### src/rtl/hz_pkg.sv
package hz_pkg;

    // Number of in-flight slots that can still owe a register write
    localparam int HZ_SLOTS = 3;

    typedef enum logic [1:0] {
        SLOT_EX  = 2'd0,
        SLOT_MEM = 2'd1,
        SLOT_WB  = 2'd2
    } hz_slot_e;

    typedef struct packed {
        logic pc_hold;
        logic ifid_hold;
        logic idex_bubble;
    } hz_ctrl_t;

    function automatic hz_ctrl_t hz_ctrl_from(input logic stall);
        hz_ctrl_t c;
        c.pc_hold     = stall;
        c.ifid_hold   = stall;
        c.idex_bubble = stall;
        return c;
    endfunction

endpackage

### src/rtl/hz_src_match.sv
module hz_src_match #(
    parameter int REG_AW = 5,
    parameter int NPROD  = hz_pkg::HZ_SLOTS
) (
    input  logic [REG_AW-1:0]       src,
    input  logic                    en_src,
    input  logic [NPROD*REG_AW-1:0] prod_dst,
    input  logic [NPROD-1:0]        prod_wen,
    output logic [NPROD-1:0]        hit_slot,
    output logic                    hit
);
    localparam logic [REG_AW-1:0] ZERO_REG = '0;

    logic src_live;
    assign src_live = en_src && (src != ZERO_REG);

    for (genvar g = 0; g < NPROD; g++) begin : g_slot
        logic [REG_AW-1:0] dst_g;
        assign dst_g       = prod_dst[g*REG_AW +: REG_AW];
        assign hit_slot[g] = src_live && prod_wen[g] && (dst_g == src);
    end

    assign hit = |hit_slot;

endmodule

### src/rtl/hz_eq_cmp.sv
module hz_eq_cmp #(
    parameter int DATA_W = 32
) (
    input  logic [DATA_W-1:0] a,
    input  logic [DATA_W-1:0] b,
    output logic              eq
);
    logic [DATA_W-1:0] diff;

    for (genvar i = 0; i < DATA_W; i++) begin : g_bit
        assign diff[i] = a[i] ^ b[i];
    end

    assign eq = ~|diff;

endmodule

### src/rtl/hz_interlock.sv
module hz_interlock
    import hz_pkg::*;
#(
    parameter int REG_AW = 5,
    parameter int DATA_W = 32,
    parameter int NPROD  = HZ_SLOTS
) (
    input  logic                    clk,
    input  logic                    rst,
    input  logic [REG_AW-1:0]       id_src_a,
    input  logic                    id_en_a,
    input  logic [REG_AW-1:0]       id_src_b,
    input  logic                    id_en_b,
    input  logic                    id_is_branch,
    input  logic [DATA_W-1:0]       id_val_a,
    input  logic [DATA_W-1:0]       id_val_b,
    input  logic [NPROD*REG_AW-1:0] prod_dst,
    input  logic [NPROD-1:0]        prod_wen,
    output logic                    pc_hold,
    output logic                    ifid_hold,
    output logic                    idex_bubble,
    output logic                    ops_equal,
    output logic                    take_branch
);
    localparam logic [REG_AW-1:0] ZERO_REG = '0;

    logic [NPROD-1:0] hit_slot_a, hit_slot_b;
    logic             hit_a, hit_b;
    logic             stall;
    logic             eq;
    hz_ctrl_t         ctrl;

    hz_src_match #(.REG_AW(REG_AW), .NPROD(NPROD)) u_match_a (
        .src      (id_src_a),
        .en_src   (id_en_a),
        .prod_dst (prod_dst),
        .prod_wen (prod_wen),
        .hit_slot (hit_slot_a),
        .hit      (hit_a)
    );

    hz_src_match #(.REG_AW(REG_AW), .NPROD(NPROD)) u_match_b (
        .src      (id_src_b),
        .en_src   (id_en_b),
        .prod_dst (prod_dst),
        .prod_wen (prod_wen),
        .hit_slot (hit_slot_b),
        .hit      (hit_b)
    );

    hz_eq_cmp #(.DATA_W(DATA_W)) u_eq (
        .a  (id_val_a),
        .b  (id_val_b),
        .eq (eq)
    );

    assign stall = hit_a || hit_b;
    assign ctrl  = hz_ctrl_from(stall);

    assign pc_hold     = ctrl.pc_hold;
    assign ifid_hold   = ctrl.ifid_hold;
    assign idex_bubble = ctrl.idex_bubble;
    assign ops_equal   = eq;
    // A branch may only resolve from operands that are no longer owed
    assign take_branch = id_is_branch && eq && !ctrl.pc_hold;

    // ---------------- embedded checks ----------------
    for (genvar g = 0; g < NPROD; g++) begin : g_chk
        assert_hit_a_stalls_R1: assert property (@(posedge clk) disable iff (rst)
            (id_en_a && id_src_a != ZERO_REG && prod_wen[g] &&
             prod_dst[g*REG_AW +: REG_AW] == id_src_a) |-> (pc_hold && idex_bubble));
        assert_hit_b_stalls_R1: assert property (@(posedge clk) disable iff (rst)
            (id_en_b && id_src_b != ZERO_REG && prod_wen[g] &&
             prod_dst[g*REG_AW +: REG_AW] == id_src_b) |-> (ifid_hold && idex_bubble));
    end

    assert_zero_reg_free_R2: assert property (@(posedge clk) disable iff (rst)
        (id_src_a == ZERO_REG && id_src_b == ZERO_REG) |-> !pc_hold);

    assert_no_wen_free_R3: assert property (@(posedge clk) disable iff (rst)
        (prod_wen == '0) |-> (!pc_hold && !ifid_hold && !idex_bubble));

    assert_unused_free_R3: assert property (@(posedge clk) disable iff (rst)
        (!id_en_a && !id_en_b) |-> (!pc_hold && !idex_bubble));

    assert_branch_gated_R6: assert property (@(posedge clk) disable iff (rst)
        take_branch |-> (id_is_branch && !pc_hold && !ifid_hold && id_val_a == id_val_b));

    assert_equal_seen_R5: assert property (@(posedge clk) disable iff (rst)
        (id_val_a == id_val_b) |-> ops_equal);

endmodule

### config.mk
export PLATFORM = sky130hd
export DESIGN_NAME = hz_interlock
export DESIGN_NICKNAME = d
export VERILOG_FILES = /design/src/rtl/hz_pkg.sv /design/src/rtl/hz_src_match.sv /design/src/rtl/hz_eq_cmp.sv /design/src/rtl/hz_interlock.sv
export SDC_FILE = /design/constraint.sdc
export NUM_CORES = 1
export LEC_CHECK = 0
export ABC_AREA = 1
export BUFFER_PORTS_ARGS = -buffer_cell sky130_fd_sc_hd__buf_2
export CORE_UTILIZATION = 41
export DETAILED_ROUTE_END_ITERATION = 10
export PLACE_DENSITY = 0.93
export SYNTH_ARGS = -nofsm -noshare
export SYNTH_HDL_FRONTEND = slang
export SYNTH_SLANG_ARGS = --single-unit
### constraint.sdc
create_clock -name vclk -period 1.1
set_clock_uncertainty 0.1 [all_clocks]
set_input_delay 0.11 -clock vclk [all_inputs]
set_output_delay 0.11 -clock vclk [all_outputs]
set_load 0.02 [all_outputs]
Yosys cells after proc, flatten, opt, wreduce, memory -nomap -nowiden
Index checks and enable logic that the tools add are counted.
{"block": "word_totals", "regBits": 0, "input_bits": 97, "out_inout_bits": 5, "wordCells": 62}
{"block": "classes", "bitwise_logic": 32, "reduce_logical": 24, "eq_ne": 6}
{"cell": "OR reduction 32 bit", "count": 1}
{"cell": "bitwise XOR 1 bit", "count": 32}
{"cell": "equality test 5 bit", "count": 6}
{"cell": "logical AND 1 bit", "count": 16}
{"cell": "nonzero test 5 bit", "count": 2}
{"cell": "OR reduction 3 bit", "count": 2}
{"cell": "logical NOT 1 bit", "count": 2}
{"cell": "logical OR 1 bit", "count": 1}

Logic depth before layout (Yosys ltp)
{"block": "depth", "depth_word": 8, "depth_mapped": 10, "mapped_depth_nobuf": 10}

Hierarchy
From an unflattened synthesis, not the netlist that was laid out.
{"block": "unflattened", "cells_unflattened": 309, "area_unflattened_um2": 1330.0}
{"mod": "hz_eq_cmp", "area_each_um2": 645.6, "n_inst": 1, "cells_per_inst": 168}
{"mod": "hz_src_match", "area_each_um2": 322.8, "n_inst": 2, "cells_per_inst": 67}
{"mod": "hz_interlock", "area_each_um2": 38.8, "n_inst": 1, "cells_per_inst": 7}

Least setup slack after synthesis
OpenSTA, ideal clock, no wires.
{"block": "synth_timing", "path_type": "in2out", "startpoint": "input id_src_b[4]", "endpoint": "output take_branch", "path_stages": 7, "t_required_ps": 890, "arrival_time_ps": 910, "path_slack_ps": -20, "path_cell_list": "inv_1 -> nand3_1 -> o31ai_1 -> inv_1 -> nand2_1 -> nand2_2 -> nor2_2"}
{"block": "synth_between", "elab_chain_len": 8, "elab_cells_between_ends": 15}
{"element": "start, declared", "line_no": "hz_interlock.sv:12", "text": "input logic [REG_AW-1:0] id_src_b,"}
{"element": "nonzero test 5 bit", "line_no": "hz_src_match.sv:15", "text": "assign src_live = en_src && (src != ZERO_REG);"}
{"element": "logical AND 1 bit", "line_no": "hz_src_match.sv:15"}
{"element": "logical AND 1 bit (2 in series)", "line_no": "hz_src_match.sv:20", "text": "assign hit_slot[g] = src_live && prod_wen[g] && (dst_g == src);"}
{"element": "OR reduction 3 bit *", "line_no": "hz_src_match.sv:23", "text": "assign hit = |hit_slot;"}
{"element": "logical OR 1 bit *", "line_no": "hz_interlock.sv:57", "text": "assign stall = hit_a || hit_b;"}
{"element": "net idex_bubble", "line_no": "hz_interlock.sv:21", "text": "output logic idex_bubble,"}
{"element": "logical NOT 1 bit *", "line_no": "hz_interlock.sv:65", "text": "assign take_branch = id_is_branch && eq && !ctrl.pc_hold;"}
{"element": "logical AND 1 bit *", "line_no": "hz_interlock.sv:65"}
{"element": "end, declared", "line_no": "hz_interlock.sv:23", "text": "output logic take_branch"}
The timed path passes the listed nets; every way through them passes the cells marked *.

Worst setup path after layout
{"block": "layout_timing", "startpoint": "input id_val_b[10]", "endpoint": "output take_branch"}
{"block": "layout_between", "elab_chain_len": 5}
{"element": "start, declared", "line_no": "hz_interlock.sv:16", "text": "input logic [DATA_W-1:0] id_val_b,"}
{"element": "bitwise XOR 1 bit", "line_no": "hz_eq_cmp.sv:11", "text": "assign diff[i] = a[i] ^ b[i];"}
{"element": "OR reduction 32 bit", "line_no": "hz_eq_cmp.sv:14", "text": "assign eq = ~|diff;"}
{"element": "logical NOT 1 bit", "line_no": "hz_eq_cmp.sv:14"}
{"element": "logical AND 1 bit (2 in series)", "line_no": "hz_interlock.sv:65"}
Every way passes these cells.

==> flow_metrics.tcl <==
set metrics [dict create \
    status "complete, but fails checks" \
    violations "negative setup slack" \
    cp-startpoint "id_val_b[10]" \
    netlist_top_cells_count "nand2_1, inv_1, nor2_1" \
    synth-adder-area-share_pct 0 \
    synth_compound_area_share_pct 3.527 \
    tightestPinTransition_ns 0.2004 \
    dp.cells 425 \
    crit_end "take_branch" \
    synth_area_per_cell_sq_um 4.089 \
    grt_pass1_vias 1940 \
    yosysMostFrequentCell "nand2_1" \
    p_leak_uw 0.001390 \
    hp-class "input pin to primary output" \
    ir_drop_mv 0.2633 \
    wire_per_inst_um 11.27 \
    finalWirelength_mm 4.790 \
    grt_start_max_net_pins 8 \
    synth-simple-area-share_pct 65.46 \
    overflow 0 \
    synth_top_family_by_area "simple AND/OR/NAND/NOR gates" \
    seq_cells 0 \
    endpoint_kind "primary output" \
    synth_xor_area_share_pct 7.988 \
    synth_top_area_share_pct 48.24 \
    io_buffers 100 \
    fill_cells 247 \
    dr.pass1.iters 5 \
    hpwl_mm 3.161 \
    worstPathRequired_ns 0.89 \
    antenna_cells 0 \
    arrival_ns 1.11 \
    setup_viol 5 \
    register_area_sq_um 0 \
    p_per_area_nw_per_um2 358.9 \
    nNetsFinal 493 \
    synth-seq-area-share_pct 0 \
    fmax_mhz 758.3 \
    synth.net_count 392 \
    core_sq_um 2781 \
    cap_viol_max_count 0 \
    critical_path_class "input pin to primary output" \
    io_pins 102 \
    period_share_pct 119.9 \
    muxShareOfSynthArea_pct 0 \
    slowest_delay_ns 0.13 \
    synth_top_area_cell "nand2_1" \
    rsz0062_at_grt "yes" \
    die_y_um 56.24 \
    finish.instance_area_sq_um 2074 \
    fin_util_pct 74.58 \
    antenna_found_initial 0 \
    drv_slew 0 \
    ant_nets 0 \
    fin_crit_ns 1.319 \
    worst_path_max_delay_cell "xnor2_1" \
    rows 19 \
    place_congestion 1.001 \
    yosysWarnings 0 \
    postSynthCellCount 295 \
    drt_iter0_markers 186 \
    die_w_um 56.24 \
    place_area_sq_um 1743 \
    ys_types 14 \
    synthTopCellsByArea "nand2_1, inv_1, nor2_1" \
    setup.worst_path.start_class "input pin" \
    crit_chain "buf_2, xnor2_1, nand2_1, nor2_2, nand2_1, nor2_2, nand3_2, nor2_4, buf_6" \
    final_cells 425 \
    viasPerCell 4.793 \
    syn-cell-area_sq_um 1206 \
    setup_ws_ns -0.2188 \
    multi_input_area_sq_um 1051 \
    slew_headroom_pct 86.52 \
    area_growth_pct 71.99 \
    drive_gt1_share_pct 40.36 \
    fp.dieArea_sq_um 3163 \
    post-route-drc-count 0 \
    via_count 2037 \
    nClkBuffers 0 \
    hold_viol_final 0 \
    initial_core_util_pct 43.36 \
    cp_max_fo 2 \
    place_ws_ns -0.2226 \
    grt_use_total_pct 27.94 \
    grt_pass1_wl_mm 7.389 \
]
per-stage QoR:
| stage | setup TNS (ns) | total power, uW | hold slack [ns] |
|---|---|---|---|
| after CTS | -0.6033 | 658.3 | 0.4853 |
| final | -0.8441 | 744.5 | 0.4651 |
| after global placement | -0.9247 | 553.0 | 0.5205 |
| after global routing | -1.299 | 821.6 | 0.4835 |
| after floorplan | 0 | 299.0 | 0.2855 |
| after detailed placement | -0.9036 | 564.6 | 0.5251 |
placed cells by master (no fill, tap or decap), drive strengths merged:
cell type,Yosys,routed
nand4,1,1
inv,70,70
nand3,11,11
nand2,156,156
o31ai,1,1
xnor2,11,11
o21ai,7,7
buf,2,101
and2,1,1
nor2,35,35
worst min path at each step:
stage,startpoint,to,slack [ns],cells past startpoint
CTS,id_is_branch,take_branch,0.49,4
finish,id_is_branch,take_branch,0.47,4
detailed placement,id_is_branch,take_branch,0.53,4
floorplan,id_is_branch,take_branch,0.29,2
global placement,id_is_branch,take_branch,0.52,4
global route,id_is_branch,take_branch,0.48,4
layout make-up:
type               instances  area share [%]
inverters                 70           13.63
multi-input cells        223           50.66
well taps                 31           1.870
repair buffers           101           33.84
power by group:
group          switching [uW]  leakage (uW)  total, uW  internal, uW
registers                   0             0          0             0
clock network               0             0          0             0
logic                     376       0.00139        745           368
total                     376       0.00139        745           368
timing repair:
action,in CTS,in global routing
hold buffers,0,0
buffers inserted,0,0
gates cloned,0,0
endpoints found under the setup margin,5,5
pin swaps,45,37
gates resized for setup,66,43
cell families (layout without fill, tap and decap cells):
group	Yosys count	after routing
AO/OA/AOI/OAI	8	8
XOR/XNOR	11	11
buffers and inverters	72	171
AND/OR/NAND/NOR	204	204
worst max-delay path, delay by kind of cell:
family	cells	cell delay, ns
xor gates and xnor gates	1	0.13
buffers and inverters	2	0.24
and+or+nand+nor	6	0.63
routing by layer:
| layer | routed length [um] | global-route usage, % | share of wire, % | vias up |
|---|---|---|---|---|
| met4 | 130 | 5.226 | 2.7 | 0 |
| li1 | - | - | - | 1040 |
| met3 | 470 | 2.791 | 9.8 | 14 |
| met1 | 1744 | 30.24 | 36 | 859 |
| met5 | 0 | 0 | 0 | - |
| met2 | 2444 | 57.31 | 51 | 124 |
(Power assumes the default switching activity.)
